### src/rtl/wdt_keyed_twostage.sv
module wdt_keyed_twostage #(
  parameter int CNT_W       = 20,
  parameter int COARSE_LOG2 = 15,
  parameter int FINE_LOG2   = 5
) (
  input  logic       clk,
  input  logic       por_n,
  input  logic       rst_n,
  input  logic       wr_en,
  input  logic [4:0] addr,
  input  logic [7:0] wr_data,
  output logic [7:0] rd_data,
  output logic       stage2,
  output logic       rst_req,
  output logic       rst_cold,
  output logic       tmo_pin
);

  localparam logic [4:0] A_KEY = 5'h0C;
  localparam logic [4:0] A_CTL = 5'h0D;
  localparam logic [4:0] A_CFG = 5'h10;
  localparam logic [4:0] A_LCK = 5'h18;
  localparam logic [7:0] KEY_A = 8'h80;
  localparam logic [7:0] KEY_B = 8'h86;
  localparam logic [COARSE_LOG2-1:0] HI_MASK = {COARSE_LOG2{1'b1}} << FINE_LOG2;

  typedef enum logic [1:0] {K_IDLE, K_HALF, K_OPEN} key_t;

  key_t             key_q;
  logic [CNT_W-1:0] pv1_q, pv2_q, cnt_q;
  logic [3:0]       cfg_q;
  logic [2:0]       lock_q;
  logic [COARSE_LOG2-1:0] pre_q;
  logic             stage_q, done_q, flag_q;

  logic rst_all_n;
  assign rst_all_n = por_n & rst_n;

  function automatic logic [CNT_W-1:0] put_byte(logic [CNT_W-1:0] old, logic [1:0] idx,
                                                logic [7:0] b);
    logic [31:0] w;
    w = 32'(old);
    w[idx*8 +: 8] = b;
    return w[CNT_W-1:0];
  endfunction

  function automatic logic [7:0] get_byte(logic [CNT_W-1:0] v, logic [1:0] idx);
    logic [31:0] w;
    w = 32'(v);
    return w[idx*8 +: 8];
  endfunction

  logic key_wr, prot_hit, prot_ok, reload, flag_clr, cfg_wr, lock_wr;
  assign key_wr   = wr_en && addr == A_KEY;
  assign prot_hit = wr_en && (addr[4:3] == 2'b00 || addr == A_CTL);
  assign prot_ok  = prot_hit && key_q == K_OPEN;
  assign reload   = prot_ok && addr == A_CTL && wr_data[0];
  assign flag_clr = prot_ok && addr == A_CTL && wr_data[1];
  assign cfg_wr   = wr_en && addr == A_CFG && !lock_q[0];
  assign lock_wr  = wr_en && addr == A_LCK && !lock_q[0];

  logic en, tick, expire;
  assign en     = lock_q[1];
  assign tick   = &(pre_q | (cfg_q[0] ? HI_MASK : '0));
  assign expire = rst_all_n && en && !done_q && !reload && tick && cnt_q == '0 && stage_q;

  always_ff @(posedge clk or negedge rst_all_n) begin
    if (!rst_all_n) begin
      key_q <= K_IDLE;
    end else if (key_wr) begin
      if (wr_data == KEY_A)                        key_q <= K_HALF;
      else if (key_q == K_HALF && wr_data == KEY_B) key_q <= K_OPEN;
      else                                         key_q <= K_IDLE;
    end else if (prot_hit) begin
      key_q <= K_IDLE;
    end
  end

  always_ff @(posedge clk or negedge rst_all_n) begin
    if (!rst_all_n) begin
      pv1_q  <= '0;
      pv2_q  <= '0;
      cfg_q  <= '0;
      lock_q <= '0;
    end else begin
      if (prot_ok && addr[4:2] == 3'd0) pv1_q <= put_byte(pv1_q, addr[1:0], wr_data);
      if (prot_ok && addr[4:2] == 3'd1) pv2_q <= put_byte(pv2_q, addr[1:0], wr_data);
      if (cfg_wr)  cfg_q  <= wr_data[5:2];
      if (lock_wr) lock_q <= wr_data[2:0];
    end
  end

  always_ff @(posedge clk or negedge rst_all_n) begin
    if (!rst_all_n) begin
      cnt_q   <= '0;
      stage_q <= 1'b0;
      done_q  <= 1'b0;
      pre_q   <= '0;
      rst_req <= 1'b0;
    end else begin
      rst_req <= 1'b0;
      if (reload || !en) begin
        cnt_q   <= pv1_q;
        stage_q <= 1'b0;
        done_q  <= 1'b0;
        pre_q   <= '0;
      end else if (!done_q) begin
        pre_q <= pre_q + 1'b1;
        if (tick) begin
          if (cnt_q != '0) begin
            cnt_q <= cnt_q - 1'b1;
          end else if (!stage_q) begin
            cnt_q   <= pv2_q;
            stage_q <= 1'b1;
          end else begin
            rst_req <= cfg_q[2];
            if (lock_q[2]) begin
              cnt_q   <= pv1_q;
              stage_q <= 1'b0;
            end else begin
              done_q <= 1'b1;
            end
          end
        end
      end
    end
  end

  always_ff @(posedge clk or negedge por_n) begin
    if (!por_n)        flag_q <= 1'b0;
    else if (expire)   flag_q <= 1'b1;
    else if (flag_clr) flag_q <= 1'b0;
  end

  always_comb begin
    rd_data = 8'h00;
    unique casez (addr)
      5'b000??: rd_data = get_byte(pv1_q, addr[1:0]);
      5'b001??: rd_data = get_byte(pv2_q, addr[1:0]);
      5'b101??: rd_data = get_byte(cnt_q, addr[1:0]);
      A_CTL:    rd_data = {6'b0, flag_q, 1'b0};
      A_CFG:    rd_data = {2'b0, cfg_q, 2'b0};
      A_LCK:    rd_data = {5'b0, lock_q};
      default:  rd_data = 8'h00;
    endcase
  end

  assign stage2   = stage_q;
  assign rst_cold = cfg_q[1];
  assign tmo_pin  = flag_q & cfg_q[3];

  assert_req_single_R6: assert property (@(posedge clk) disable iff (!rst_all_n)
    rst_req |=> !rst_req);
  assert_req_after_stage2_R6: assert property (@(posedge clk) disable iff (!rst_all_n)
    rst_req |-> $past(stage_q));
  assert_key_consumed_R1: assert property (@(posedge clk) disable iff (!rst_all_n)
    prot_hit |=> key_q == K_IDLE);
  assert_lock_freeze_R10: assert property (@(posedge clk) disable iff (!rst_all_n)
    lock_q[0] |=> (lock_q == $past(lock_q) && cfg_q == $past(cfg_q)));
  assert_hold_when_off_R4: assert property (@(posedge clk) disable iff (!rst_all_n)
    !en |=> (!stage_q && !done_q && pre_q == '0));
  assert_flag_rise_R9: assert property (@(posedge clk) disable iff (!rst_all_n)
    $rose(flag_q) |-> $past(stage_q));
  assert_reload_R8: assert property (@(posedge clk) disable iff (!rst_all_n)
    reload |=> (cnt_q == $past(pv1_q) && !stage_q));

endmodule

### config.mk
export PLATFORM = sky130hd
export DESIGN_NAME = wdt_keyed_twostage
export DESIGN_NICKNAME = d
export VERILOG_FILES = /design/src/rtl/wdt_keyed_twostage.sv
export SDC_FILE = /design/constraint.sdc
export NUM_CORES = 1
export LEC_CHECK = 0
export ABC_AREA = 1
export BUFFER_PORTS_ARGS = -buffer_cell sky130_fd_sc_hd__buf_2
export CORE_ASPECT_RATIO = 0.8
export CORE_MARGIN = 5
export CORE_UTILIZATION = 36
export DETAILED_ROUTE_END_ITERATION = 16
export HOLD_SLACK_MARGIN = 0.05
export SYNTH_ARGS = -nofsm -noshare
export SYNTH_HDL_FRONTEND = slang
export SYNTH_SLANG_ARGS = --single-unit
### constraint.sdc
create_clock -name clk -period 3.99 [get_ports clk]
set_clock_uncertainty 0.1 [all_clocks]
set_input_delay 0.5985 -clock clk [delete_from_list [all_inputs] [get_ports clk]]
set_output_delay 0.5985 -clock clk [all_outputs]
set_load 0.01 [all_outputs]
==> flow_summary_export.csv <==
group,metric,value,unit
setup_path,cpMaxStageDelayCell,"nor2_1",
timing,worst_pin_slew,0.7898,ns
placement,portBuffers,28,
setup_path,setup.worst_path.class,"in -> out",
timing,hold_ws,0.2203,ns
setup_path,critPathMaxStageDelay,0.51,ns
flow_run,maxCapViolations,0,
clock_network,cts.clk_slew.worst_paths,0.06,ns
clock_network,clock-sinks,88,
power,ir_worst_vdd,0.2257,mV
detailed_routing,drtIter0Drc,551,
floorplanning,top_level_ports,29,
setup_path,critical_path.endpoint_type,"primary output",
clock_network,numCtsBuffers,9,
placement,hpwl,12.81,mm
setup_path,rr_startpoint,"cnt_q[0]",
worst_hold_path,hp-class,"in -> async",
synth,seq_area_frac_synth,0.3900,
power,leakagePower,0.003002,uW
setup_path,crit_arrival,2.68,ns
finish,diodes,0,
clock_network,cts_tree,"built",
synth,synthArstFlopShare,1.000,
status,outcome,"finished, final reports clean",
floorplanning,core,0.01560,mm^2
synth,synth_flop_cell,"dfrtp_1",
detailed_routing,via_per_inst,5.019,
setup_path,critPathTopFamily,"simple AND/OR/NAND/NOR gates",
timing,fmax,0.2962,GHz
synth,synth_warnings,0,
setup_path,cp.required,3.29,ns
finish,fill_cells,1678,
detailed_routing,wirelength,17.13,mm
detailed_routing,drtAntennaViolNets,0,
global_route,grt_overflow,0,
finish,drive_above_1_share,0.07764,
setup_path,path_buf_inv,4,
synth,ys_types,37,
floorplanning,dieHeight,122.0,um
synth,syn-num-nets,862,
synth,syn_area_per_cell,6.730,um^2
timing,min_period_over_period,0.8461,
finish,regArea,0.002202,mm^2
clock_network,cts_resized,0,
detailed_routing,vias,5410,
clock_network,cts_buffer_depth,2,
timing,setup_viol,0,
detailed_routing,drc_errors,0,
finish,layout.nets,881,
setup_path,cp_cell_sequence,"buf_2 -> inv_1 -> nand2_1 -> nor2_1 -> inv_1 -> o22ai_1 -> a21oi_1 -> o21ai_0 -> nand2_1 -> buf_2",
detailed_routing,post_drt_wl_per_cell,15.89,um
global_route,grt_pass1_wl,27.57,mm
global_route,grt_pass1_vias,5025,
finish,multi_input_comb_area,0.002957,mm^2
setup_path,crit_end,"rd_data[4]",
setup_path,cp-start-kind,"input port",
clock_network,htreeDepth,3,
floorplanning,row_count,41,
placement,gp_congestion,0.9031,
detailed_routing,firstDrtPassIters,5,
floorplanning,start_util,0.3621,
timing,hold_viol,0,
setup_path,crit_cells,10,
timing,drv_slew,0,
setup_path,reg2reg_depth,11,
timing,tns,0,ns
synth,ys_ff_latch,88,
setup_path,crit_start,"addr[3]",
synth,synth_top_area_cell,"dfrtp_1",
timing,rsz0062_at_grt,"false",
floorplanning,die_area,0.01831,mm^2
synth,synth.area.top_cells,"dfrtp_1, nand2_1, o21ai_0",
clock_network,clk_latency,0.35,ns
setup_path,reg2reg_to,"cnt_q[18]",
synth,synth-edff-count,0,
clock_network,clockRootBuffer,"clkbuf_16",
timing,period_needed,3.376,ns
power,p_per_area,460.3,mW/mm^2
synth,syn-cell-area,0.005647,mm^2
setup_path,regToRegSetupSlack,1.34,ns
finish,area_growth_syn_to_layout,12.52,%
setup_path,worstPathMaxFanout,13,
synth,netlist.area_leader.share,0.3900,
timing,relSlewSlack,0.4716,
global_route,grt_max_degree,57,
synth,netlist_instances,839,
floorplanning,fp.dieW,150.0,um
global_route,antenna_found_initial,0,
global_route,track_usage,0.1954,
[how the worst min path moves through the flow]
stage	to	slack (ns)
3_5_place_dp	flag_q	0.29
5_1_grt	pre_q[2]	0.28
4_1_cts	key_q[0]	0.23
3_3_place_gp	flag_q	0.28
6_report	rst_req	0.22
2_1_floorplan	flag_q	0.20
[layout by cell type (no fill, tap or decap), drive strengths merged, types with 3 or more instances in the layout]
master  instances
nor3           19
o211ai          3
xnor2           3
ha              6
o22ai           5
o221ai          7
nand2         287
clkbuf          9
nand3b          3
nor2           95
o21ai          97
xor2           12
buf            33
bufinv          5
inv            91
a21oi          17
nand3          57
nand4           9
dfrtp          88
[cell usage after synthesis, types with 5 or more instances]
cell type  instances
o221ai_1           7
nand2_1          285
buf_2             12
xor2_1            12
nor3_1            18
o21ai_0           97
ha_1               6
nand4_1            9
a21oi_1           17
dfrtp_1           88
o22ai_1            5
inv_1             89
buf_4              6
nand3_1           55
nor2_1            87
nor2_2             6
clkbuf_1           7
[cell type report]
class	instances	share of cell area
Inverter	92	0.05455
Tap cell	215	0.04234
Multi-Input combinational cell	633	0.4653
Timing Repair Buffer	34	0.02954
Sequential cell	88	0.3466
Clock buffer	9	0.03545
Clock inverter	7	0.02619
[timing repair]
item	in CTS	in global routing
buffers inserted	0	0
hold buffers	1	0
endpoints found under the setup margin	0	0
endpoints found under the hold margin	1	0
[state kept, by name, summed over array words and instances, names as in the netlist]
signal	count
flag_q	1
pv2_q	20
pv1_q	20
cfg_q	4
stage2	1
key_q	2
rst_req	1
pre_q	15
cnt_q	20
lock_q	3
done_q	1
[worst reg2reg max path, stage by stage (launching register included)]
cell     delay (ns)
dfrtp_1        0.40
inv_1          0.19
ha_1           0.29
nand3_1        0.10
nor2_1         0.22
nand3_4        0.29
nor2_4         0.19
nor2_2         0.08
nor2_4         0.46
nor2_1         0.12
nand2_1        0.08
nand2_1        0.04
[report_power, final]
group	internal (uW)	total, uW	switching [uW]
Combinational	224	737	513
Sequential	963	1070	107
Clock	741	1120	377
Total	1930	2920	996
[routing by layer]
metal  track usage  routed length, um  up-vias
met2        0.2684               6909      187
met1        0.3027               8732     2474
met4       0.04971                232        0
met3       0.04835               1253       16
li1              -                  -     2733
met5             0                  0        -
[logic make-up (layout without fill, tap and decap cells)]
logic type | count (synthesis) | count (layout) | synth area share
compound gates | 138 | 138 | 0.1349
xor+xnor | 15 | 15 | 0.02327
fa+ha+maj | 6 | 6 | 0.01329
buf+inv | 118 | 142 | 0.08642
flops | 88 | 88 | 0.3900
mux | 1 | 1 | 0.001773
simple gates | 473 | 473 | 0.3503
[metrics by stage]
step	total power (uW)	std cells	setup WS (ns)	utilization	cell area, um^2
after global placement	1812	1061	0.7751	0.3817	5952
final	2924	1078	0.6139	0.4074	6354
after CTS	2935	1078	0.6893	0.4074	6354
after detailed placement	1811	1061	0.6946	0.3817	5952
after floorplan	1597	839	0.9837	-	5647
after global routing	3095	1078	0.4102	0.4074	6354
(Power assumes the default switching activity.)
